### config.mk
export PLATFORM = sky130hd
export DESIGN_NAME = adft_ctrl
export DESIGN_NICKNAME = d
export VERILOG_FILES = /design/src/rtl/adft_pkg.sv /design/src/rtl/adft_fault_latch.sv /design/src/rtl/adft_seq.sv /design/src/rtl/adft_route_dec.sv /design/src/rtl/adft_ctrl.sv
export SDC_FILE = /design/constraint.sdc
export NUM_CORES = 1
export LEC_CHECK = 0
export BUFFER_PORTS_ARGS = -buffer_cell sky130_fd_sc_hd__buf_2
export CAP_MARGIN = 20
export CORE_AREA = 3 3 44 46
export CTS_BUF_LIST = sky130_fd_sc_hd__clkbuf_8
export DETAILED_ROUTE_END_ITERATION = 10
export DIE_AREA = 0 0 47 49
export PLACE_DENSITY_LB_ADDON = 0.12
export REMOVE_ABC_BUFFERS = 1
export SETUP_SLACK_MARGIN = 0.05
export SYNTH_ARGS = -nofsm -noshare
export SYNTH_HDL_FRONTEND = slang
export SYNTH_SLANG_ARGS = --single-unit
### constraint.sdc
create_clock -name clk -period 3.3 [get_ports clk]
set_clock_uncertainty 0.05 [all_clocks]
set_input_delay 0.33 -clock clk [delete_from_list [all_inputs] [get_ports clk]]
set_output_delay 0.33 -clock clk [all_outputs]
set_load 0.02 [all_outputs]
### src/rtl/adft_pkg.sv
package adft_pkg;

    localparam int MODE_W    = 3;
    localparam int KIND_W    = 2;
    localparam int NUM_FLAGS = 3;
    localparam int STATE_W   = 3;

    typedef enum logic [STATE_W-1:0] {
        ST_FUNC  = 3'd0,
        ST_SA_LO = 3'd1,
        ST_SA_HI = 3'd2,
        ST_TR_LO = 3'd3,
        ST_TR_HI = 3'd4,
        ST_PD    = 3'd5,
        ST_DEGR  = 3'd6
    } ctl_state_e;

    typedef enum logic [MODE_W-1:0] {
        MD_FULL    = 3'd0,
        MD_TST_LO  = 3'd1,
        MD_TST_HI  = 3'd2,
        MD_TST_PD  = 3'd3,
        MD_ONLY_LO = 3'd4,
        MD_ONLY_HI = 3'd5,
        MD_TWO_CYC = 3'd6,
        MD_LO_TWO  = 3'd7
    } route_mode_e;

    typedef enum logic [KIND_W-1:0] {
        PK_STUCK = 2'd0,
        PK_TRANS = 2'd1,
        PK_PDLY  = 2'd2,
        PK_IDLE  = 2'd3
    } pat_kind_e;

    // bit order: lo is the MSB, dly the LSB
    typedef struct packed {
        logic lo;
        logic hi;
        logic dly;
    } fault_flags_t;

    function automatic logic is_test_st(ctl_state_e s);
        return (s == ST_SA_LO) || (s == ST_SA_HI) || (s == ST_TR_LO) ||
               (s == ST_TR_HI) || (s == ST_PD);
    endfunction

endpackage

### src/rtl/adft_fault_latch.sv
module adft_fault_latch
    import adft_pkg::*;
(
    input  logic         clk,
    input  logic         rst,
    input  ctl_state_e   state,
    input  logic         err_lo,
    input  logic         err_hi,
    input  logic         err_dly,
    output fault_flags_t flags_q,
    output fault_flags_t flags_nx
);

    logic [NUM_FLAGS-1:0] err_v;
    logic [NUM_FLAGS-1:0] arm_v;
    logic [NUM_FLAGS-1:0] q_v;
    logic [NUM_FLAGS-1:0] nx_v;

    assign err_v = {err_lo, err_hi, err_dly};

    // a flag is only trusted while its owning test is running
    always_comb begin
        arm_v[2] = (state == ST_SA_LO) || (state == ST_TR_LO);
        arm_v[1] = (state == ST_SA_HI) || (state == ST_TR_HI);
        arm_v[0] = (state == ST_PD);
    end

    generate
        for (genvar i = 0; i < NUM_FLAGS; i++) begin : g_flag
            logic q_r;
            assign nx_v[i] = q_r | (err_v[i] & arm_v[i]);
            always_ff @(posedge clk) begin
                if (rst) q_r <= 1'b0;
                else     q_r <= nx_v[i];
            end
            assign q_v[i] = q_r;
        end
    endgenerate

    assign flags_q  = fault_flags_t'(q_v);
    assign flags_nx = fault_flags_t'(nx_v);

endmodule

### src/rtl/adft_seq.sv
module adft_seq
    import adft_pkg::*;
(
    input  logic         clk,
    input  logic         rst,
    input  logic         test_req,
    input  logic         pat_done,
    input  fault_flags_t flags_nx,
    output ctl_state_e   state,
    output logic         pat_start
);

    ctl_state_e state_q;
    ctl_state_e state_nx;
    logic       any_fault;
    logic       pass_end;

    assign any_fault = |flags_nx;
    assign pass_end  = pat_done && (!test_req || (state_q == ST_PD));

    always_comb begin
        state_nx = state_q;
        unique case (state_q)
            ST_FUNC: begin
                if (test_req) state_nx = ST_SA_LO;
            end
            ST_SA_LO, ST_SA_HI, ST_TR_LO, ST_TR_HI, ST_PD: begin
                if (pass_end) begin
                    if (any_fault)     state_nx = ST_DEGR;
                    else if (test_req) state_nx = ST_SA_LO;
                    else               state_nx = ST_FUNC;
                end else if (pat_done) begin
                    unique case (state_q)
                        ST_SA_LO: state_nx = ST_SA_HI;
                        ST_SA_HI: state_nx = ST_TR_LO;
                        ST_TR_LO: state_nx = ST_TR_HI;
                        ST_TR_HI: state_nx = ST_PD;
                        default:  state_nx = ST_PD;
                    endcase
                end
            end
            ST_DEGR: state_nx = ST_DEGR;
            default: state_nx = ST_FUNC;
        endcase
    end

    always_ff @(posedge clk) begin
        if (rst) begin
            state_q   <= ST_FUNC;
            pat_start <= 1'b0;
        end else begin
            state_q   <= state_nx;
            pat_start <= is_test_st(state_nx) && (state_nx != state_q);
        end
    end

    assign state = state_q;

endmodule

### src/rtl/adft_route_dec.sv
module adft_route_dec
    import adft_pkg::*;
(
    input  ctl_state_e        state,
    input  fault_flags_t      flags_q,
    output logic [MODE_W-1:0] mode,
    output logic [KIND_W-1:0] pat_kind,
    output logic              slow_req,
    output logic              fatal
);

    route_mode_e md;
    pat_kind_e   pk;

    always_comb begin
        md = MD_FULL;
        pk = PK_IDLE;
        unique case (state)
            ST_FUNC:  begin md = MD_FULL;   pk = PK_IDLE;  end
            ST_SA_LO: begin md = MD_TST_LO; pk = PK_STUCK; end
            ST_SA_HI: begin md = MD_TST_HI; pk = PK_STUCK; end
            ST_TR_LO: begin md = MD_TST_LO; pk = PK_TRANS; end
            ST_TR_HI: begin md = MD_TST_HI; pk = PK_TRANS; end
            ST_PD:    begin md = MD_TST_PD; pk = PK_PDLY;  end
            ST_DEGR: begin
                pk = PK_IDLE;
                if (flags_q.lo && flags_q.hi) md = MD_LO_TWO;
                else if (flags_q.lo)          md = MD_ONLY_HI;
                else if (flags_q.hi)          md = MD_ONLY_LO;
                else                          md = MD_TWO_CYC;
            end
            default: begin md = MD_FULL; pk = PK_IDLE; end
        endcase
    end

    assign mode     = md;
    assign pat_kind = pk;
    assign slow_req = (state != ST_FUNC);
    assign fatal    = (state == ST_DEGR) && flags_q.lo && flags_q.hi;

endmodule

### src/rtl/adft_ctrl.sv
module adft_ctrl
    import adft_pkg::*;
(
    input  logic              clk,
    input  logic              rst,
    input  logic              test_req,
    input  logic              err_lo,
    input  logic              err_hi,
    input  logic              err_dly,
    input  logic              pat_done,
    output logic [MODE_W-1:0] mode,
    output logic              pat_start,
    output logic [KIND_W-1:0] pat_kind,
    output logic              slow_req,
    output logic              fatal
);

    ctl_state_e   state;
    fault_flags_t flags_q;
    fault_flags_t flags_nx;

    adft_fault_latch u_latch (
        .clk      (clk),
        .rst      (rst),
        .state    (state),
        .err_lo   (err_lo),
        .err_hi   (err_hi),
        .err_dly  (err_dly),
        .flags_q  (flags_q),
        .flags_nx (flags_nx)
    );

    adft_seq u_seq (
        .clk       (clk),
        .rst       (rst),
        .test_req  (test_req),
        .pat_done  (pat_done),
        .flags_nx  (flags_nx),
        .state     (state),
        .pat_start (pat_start)
    );

    adft_route_dec u_dec (
        .state    (state),
        .flags_q  (flags_q),
        .mode     (mode),
        .pat_kind (pat_kind),
        .slow_req (slow_req),
        .fatal    (fatal)
    );

endmodule

# Word-level counts from Yosys, hierarchy flattened
# Index checks and enable logic that the tools add are counted.
# Widths: inputs -> output; s select.
dict set report totals {
  out_inout_bits 8
  in_bits 7
  register_bits 7
  wordCells 56
}
dict set report op_classes {
  reduce_logical 21
  eq_ne 12
  muxes 12
  bitwise 6
}
# op n
set ops {}
lappend ops {{$mux 3} 6}
lappend ops {{$pmux 3 s3} 2}
lappend ops {{$eq 3x3->1 const B} 5}
lappend ops {{$eq 3x2->1 const B} 4}
lappend ops {{$pmux 3 s4} 1}
lappend ops {{$reduce_or 2->1} 4}
lappend ops {{$logic_or 1x1->1} 7}
lappend ops {{$eq 3x1->1 const B} 2}
lappend ops {{$pmux 2 s3} 1}
lappend ops {{$logic_and 1x1->1} 5}
lappend ops {{$reduce_or 5->1} 1}
lappend ops {{$and 1x1->1} 3}
lappend ops {{$logic_not 3->1} 1}
lappend ops {{$ne 3x3->1} 1}
lappend ops {{$or 1x1->1} 3}
lappend ops {{$reduce_bool 3->1} 1}
lappend ops {{$reduce_or 3->1} 1}
lappend ops {{$mux 2} 1}
lappend ops {{$logic_not 1->1} 1}
lappend ops {{$mux 1} 1}

# Depth between registers and ports, before layout
dict set report logic_depth {
  ltp_word 14
  mapped_depth 11
}

# Modules after synthesis
# Synthesis repeated with hierarchy kept, for this count alone.
dict set report hier_totals {
  cells_unflattened 80
  area_unflattened_um2 620.6
}
# module seq_area_each_um2 area_per_inst_um2 instances cells_each
set modules_own_cells {}
lappend modules_own_cells {adft_seq 80.1 340.3 1 44}
lappend modules_own_cells {adft_fault_latch 60.1 165.2 1 20}
lappend modules_own_cells {adft_route_dec 0.0 115.1 1 16}

# Worst setup path after synthesis
# Ideal clock, no wire load.
dict set report synth_timing {
  path_kind {reg2reg}
  start {register u_seq.state_q[2], in the netlist u_seq.state[2]}
  end {register u_seq.pat_start}
  path_slack_ns 1.047
  path_stages_with_launch 11
  required_ns 3.124
  t_arrival_ns 2.077
  cell_sequence {dfxtp_1 buf_4 buf_2 inv_1 ha_1 clkbuf_1 nor2b_1 o221ai_1 o32a_1 nor4_2 a211oi_1}
}
dict set report synth_via {
  elab_chain_cells 14
  word_cells_on_any_way 36
  classes_between {eq/ne (12); mux (6); bitwise (6); reduce/logical (12)}
}
# element line
set synth_lines {}
lappend synth_lines {{start: declaration} adft_seq.sv:13} ;# ctl_state_e state_q;
lappend synth_lines {{start signal: assignment} adft_seq.sv:52} ;# state_q <= state_nx;
lappend synth_lines {{$eq 3x2->1, or another cell as far along} {adft_fault_latch.sv:24, adft_seq.sv:23, adft_seq.sv:33}}
lappend synth_lines {{$logic_or 1x1->1 (on tied branches)} {adft_fault_latch.sv:24, adft_fault_latch.sv:23}}
lappend synth_lines {{$and 1x1->1} adft_fault_latch.sv:31} ;# assign nx_v[i] = q_r | (err_v[i] & arm_v[i]);
lappend synth_lines {{$or 1x1->1} adft_fault_latch.sv:31}
lappend synth_lines {{$reduce_or 3->1} adft_seq.sv:18} ;# assign any_fault = |flags_nx;
lappend synth_lines {{$mux 3} adft_seq.sv:29} ;# if (any_fault) state_nx = ST_DEGR;
lappend synth_lines {{$mux 3} adft_seq.sv:28} ;# if (pass_end) begin
lappend synth_lines {{$pmux 3 s3} adft_seq.sv:23} ;# unique case (state_q)
lappend synth_lines {{$eq 3x1->1 or $eq 3x2->1 (tied branches)} adft_pkg.sv:44} ;# return (s == ST_SA_LO) || (s == ST_SA_HI) || (s == ST_TR_LO) ||
lappend synth_lines {{$logic_or 1x1->1 (3 in a row)} adft_pkg.sv:44}
lappend synth_lines {{$logic_or 1x1->1} adft_pkg.sv:45} ;# (s == ST_TR_HI) || (s == ST_PD);
lappend synth_lines {{$logic_and 1x1->1 *} adft_seq.sv:53} ;# pat_start <= is_test_st(state_nx) && (state_nx != state_q);
lappend synth_lines {{end signal: assignment} adft_seq.sv:53}
lappend synth_lines {{end: declaration} adft_seq.sv:10} ;# output logic pat_start
# Mark *: on every way between the ends. The rest lies on a longest branch, timed or not.
# A chain may end at the register's enable or synchronous reset.

# Final worst setup path
dict set report layout_timing {
  start {register u_seq.state_q[1], in the netlist u_seq.state[1]}
  end {register u_seq.pat_start}
}
# The elaborated chain is that of the path after synthesis.

==> flow_summary.toml <==
[outcome]
status = "finished, final reports clean"

[synth]
ys_seq_area_share_pct = 19.5
ys_ff_latch = 7
synthTopCellsByArea = "dfxtp_1, nor2_1, a21oi_1"
synth-edff-count = 0
synth.most_common_cell = "nor2_1"
synth_largest_area_cell = "dfxtp_1"
netlist_area_sq_um = 718
synth_top_cells_by_count = "nor2_1, a21oi_1, dfxtp_1, o21ai_0"
synthCells = 94
synth.avg_cell_area_sq_um = 7.64
synth_ff_type = "dfxtp_1"
yosysUniqueCellTypes = 43
synthArstFlopShare_pct = 0
ys_warn_count = 0
synth_top_area_share_pct = 19.5

[grt]
grt_pass1_vias = 674
grt_use_met1_pct = 24.1
busiest_layer = "met2"
antenna_found_initial = 0
grt_max_degree = 20
gr-total-overflow = 0
grt_use_total_pct = 17.2
grtUsageMet2_pct = 24.9
grtUsageMet3_pct = 4.43
grt_pass1_wl_um = 3020

[place]
place.gp.congestion = 0.810
port_buffers = 14
post-place-ws_ps = 935
dpl.cell_count = 117
dpl.hpwl_um = 1310
dpl_cell_area_sq_um = 772

[die]
pin_count = 15
initial_core_util_pct = 46.6
die_h_um = 49
die_w_um = 47
rows = 14
die_area_sq_um = 2300
core_sq_um = 1540

[sta]
rsz0062_at_grt = "no"
worst_pin_slew_ps = 620
hold_viol_final = 0
timing.final.ws_setup_ps = 907
slew_headroom_pct = 58.6
layout_min_cycle_time_ps = 2390
setup_viol = 0
slew_violations = 0
finalSetupTns_ps = 0
min_period_over_period_pct = 72.5
fmax_mhz = 418

[setup_path]
crit_path_max_incr_delay_ps = 710
rr_startpoint = "u_seq.state[1]$_SDFF_PP0_"
cp_slowest_cell = "dfxtp_1"
crit_path_end_kind = "register"
cp.arrival_ps = 2440
crit_chain = "ha_1 -> nor2b_1 -> o221ai_1 -> o32a_1 -> nor4_2 -> a211oi_1"
worstReg2RegEnd = "u_seq.pat_start$_SDFF_PP0_"
reg2regPathDepth = 6
rrSetupSlack_ps = 910
cp-start-kind = "register"
critical_path.max_fanout = 19
worst-setup-path-type = "reg -> reg"
required_ps = 3350

[worst_hold_path]
hold_path_class = "in -> reg"
min_from = "rst"
hold_end = "u_latch.g_flag[0].q_r$_SDFF_PP0_"
whs_path_depth = 2

[power]
leakage_nw = 0.357
total_power_mw = 0.369
power_density_nw_per_um2 = 452
peakVddDrop_uv = 300

[job]
drv_cap = 0

[finish]
fin_cells = 121
drive_gt1_share_pct = 23.8
fillers = 161
diodes = 0
fin_nets = 115
design_area_sq_um = 817
areaGrowthSynthToFinish_pct = 13.8

[cts]
clock-sinks = 7
ctsHoldBuffers = 0
ctsResizeCount = 0
cts_inserted_buffers = 3
h-tree-depth = 1
post-cts-setup-buffers = 0
cts_buffer_depth = 2
cts_tree = "built"
clk_latency_ps = 220
path_clk_slew_ps = 40
cts-root-buf = "clkbuf_8"

[route]
drtIter0Drc = 24
first_pass_iters = 4
drc = 0
routedWlPerCell_um = 14.8
num_vias = 746
avgViaCountPerCell = 6.17
postRouteAntennaNets = 0
drt-total-wl_um = 1790
==> stage by stage <==
stage,util [%],hold WS [ps]
after detailed placement,50.1,472
after floorplan,-,352
after global routing,53.0,322
after global placement,50.1,475
final,53.0,322
after CTS,53.0,321
==> cells by family after synthesis <==
| kind of cell | Yosys count | synth area share (%) |
|---|---|---|
| adder cells (fa/ha/maj) | 2 | 3.48 |
| buffers and inverters | 13 | 8.71 |
| XOR/XNOR | 1 | 1.22 |
| AND/OR/NAND/NOR | 36 | 31.4 |
| multiplexers | 1 | 1.57 |
| flip-flops | 7 | 19.5 |
| AO/OA/AOI/OAI | 34 | 34.1 |
==> layer usage <==
layer | up-vias | routed length, um
li1 | 375 | -
met1 | 343 | 865
met2 | 26 | 834
met3 | 2 | 73
met4 | 0 | 21
met5 | - | 0
==> power breakdown <==
| group | leakage (nW) | internal (mW) | switching (mW) | total (mW) |
|---|---|---|---|---|
| logic | 0.273 | 0.0591 | 0.0849 | 0.144 |
| clock network | 0.0269 | 0.0803 | 0.0353 | 0.116 |
| registers | 0.0572 | 0.0930 | 0.0164 | 0.109 |
| total | 0.357 | 0.232 | 0.137 | 0.369 |
==> area by class of cell <==
type | instances | area [sq um] | share of cell area [%]
flip-flops and latches | 7 | 140 | 17.2
well taps | 16 | 20.0 | 2.45
clock inverters | 1 | 3.75 | 0.459
multi-input cells | 74 | 515 | 63.1
clock buffers | 3 | 41.3 | 5.05
inverters | 5 | 18.8 | 2.30
repair buffers | 15 | 77.6 | 9.49
==> worst max-delay path, delay by kind of cell (launching register included) <==
kind,cells,cell delay [ps]
adders and majority gates,1,430
DFF,1,710
AOI/OAI and AO/OA,3,630
and+or+nand+nor,2,450
==> worst max-delay path by stage <==
stage / startpoint / end / slack [ps] / cells after the start
6_report: u_seq.state[1]$_SDFF_PP0_ / u_seq.pat_start$_SDFF_PP0_ / 910 / 6
5_1_grt: u_seq.state[0]$_SDFF_PP0_ / u_seq.pat_start$_SDFF_PP0_ / 630 / 6
4_1_cts: u_seq.state[1]$_SDFF_PP0_ / u_seq.pat_start$_SDFF_PP0_ / 930 / 6
3_5_place_dp: u_seq.state[1]$_SDFF_PP0_ / u_seq.pat_start$_SDFF_PP0_ / 940 / 6
3_3_place_gp: u_seq.state[1]$_SDFF_PP0_ / u_seq.pat_start$_SDFF_PP0_ / 1000 / 6
2_1_floorplan: u_seq.state[2]$_SDFF_PP0_ / u_seq.pat_start$_SDFF_PP0_ / 1070 / 7
==> layout by cell type (no fill, tap or decap), types with 2 or more instances in the layout <==
master,Yosys,final
nor3_1,2,2
dfxtp_1,7,7
a21oi_1,8,8
a211oi_1,2,2
o21ai_0,7,7
and3_1,2,2
buf_2,5,14
ha_1,2,2
nor2b_1,2,2
nand2_1,3,3
inv_1,5,6
o2111ai_1,2,2
nor2_1,11,11
nand2b_1,3,3
nand3_1,3,3
a21boi_0,2,2
clkbuf_8,0,3
==> sequential cells by signal, indices dropped and copies added, names as in the netlist <==
| signal | flops |
|---|---|
| u_latch.g_flag.q_r | 3 |
| u_seq.pat_start | 1 |
| u_seq.state | 3 |
Power figures use the tool's default switching activity.
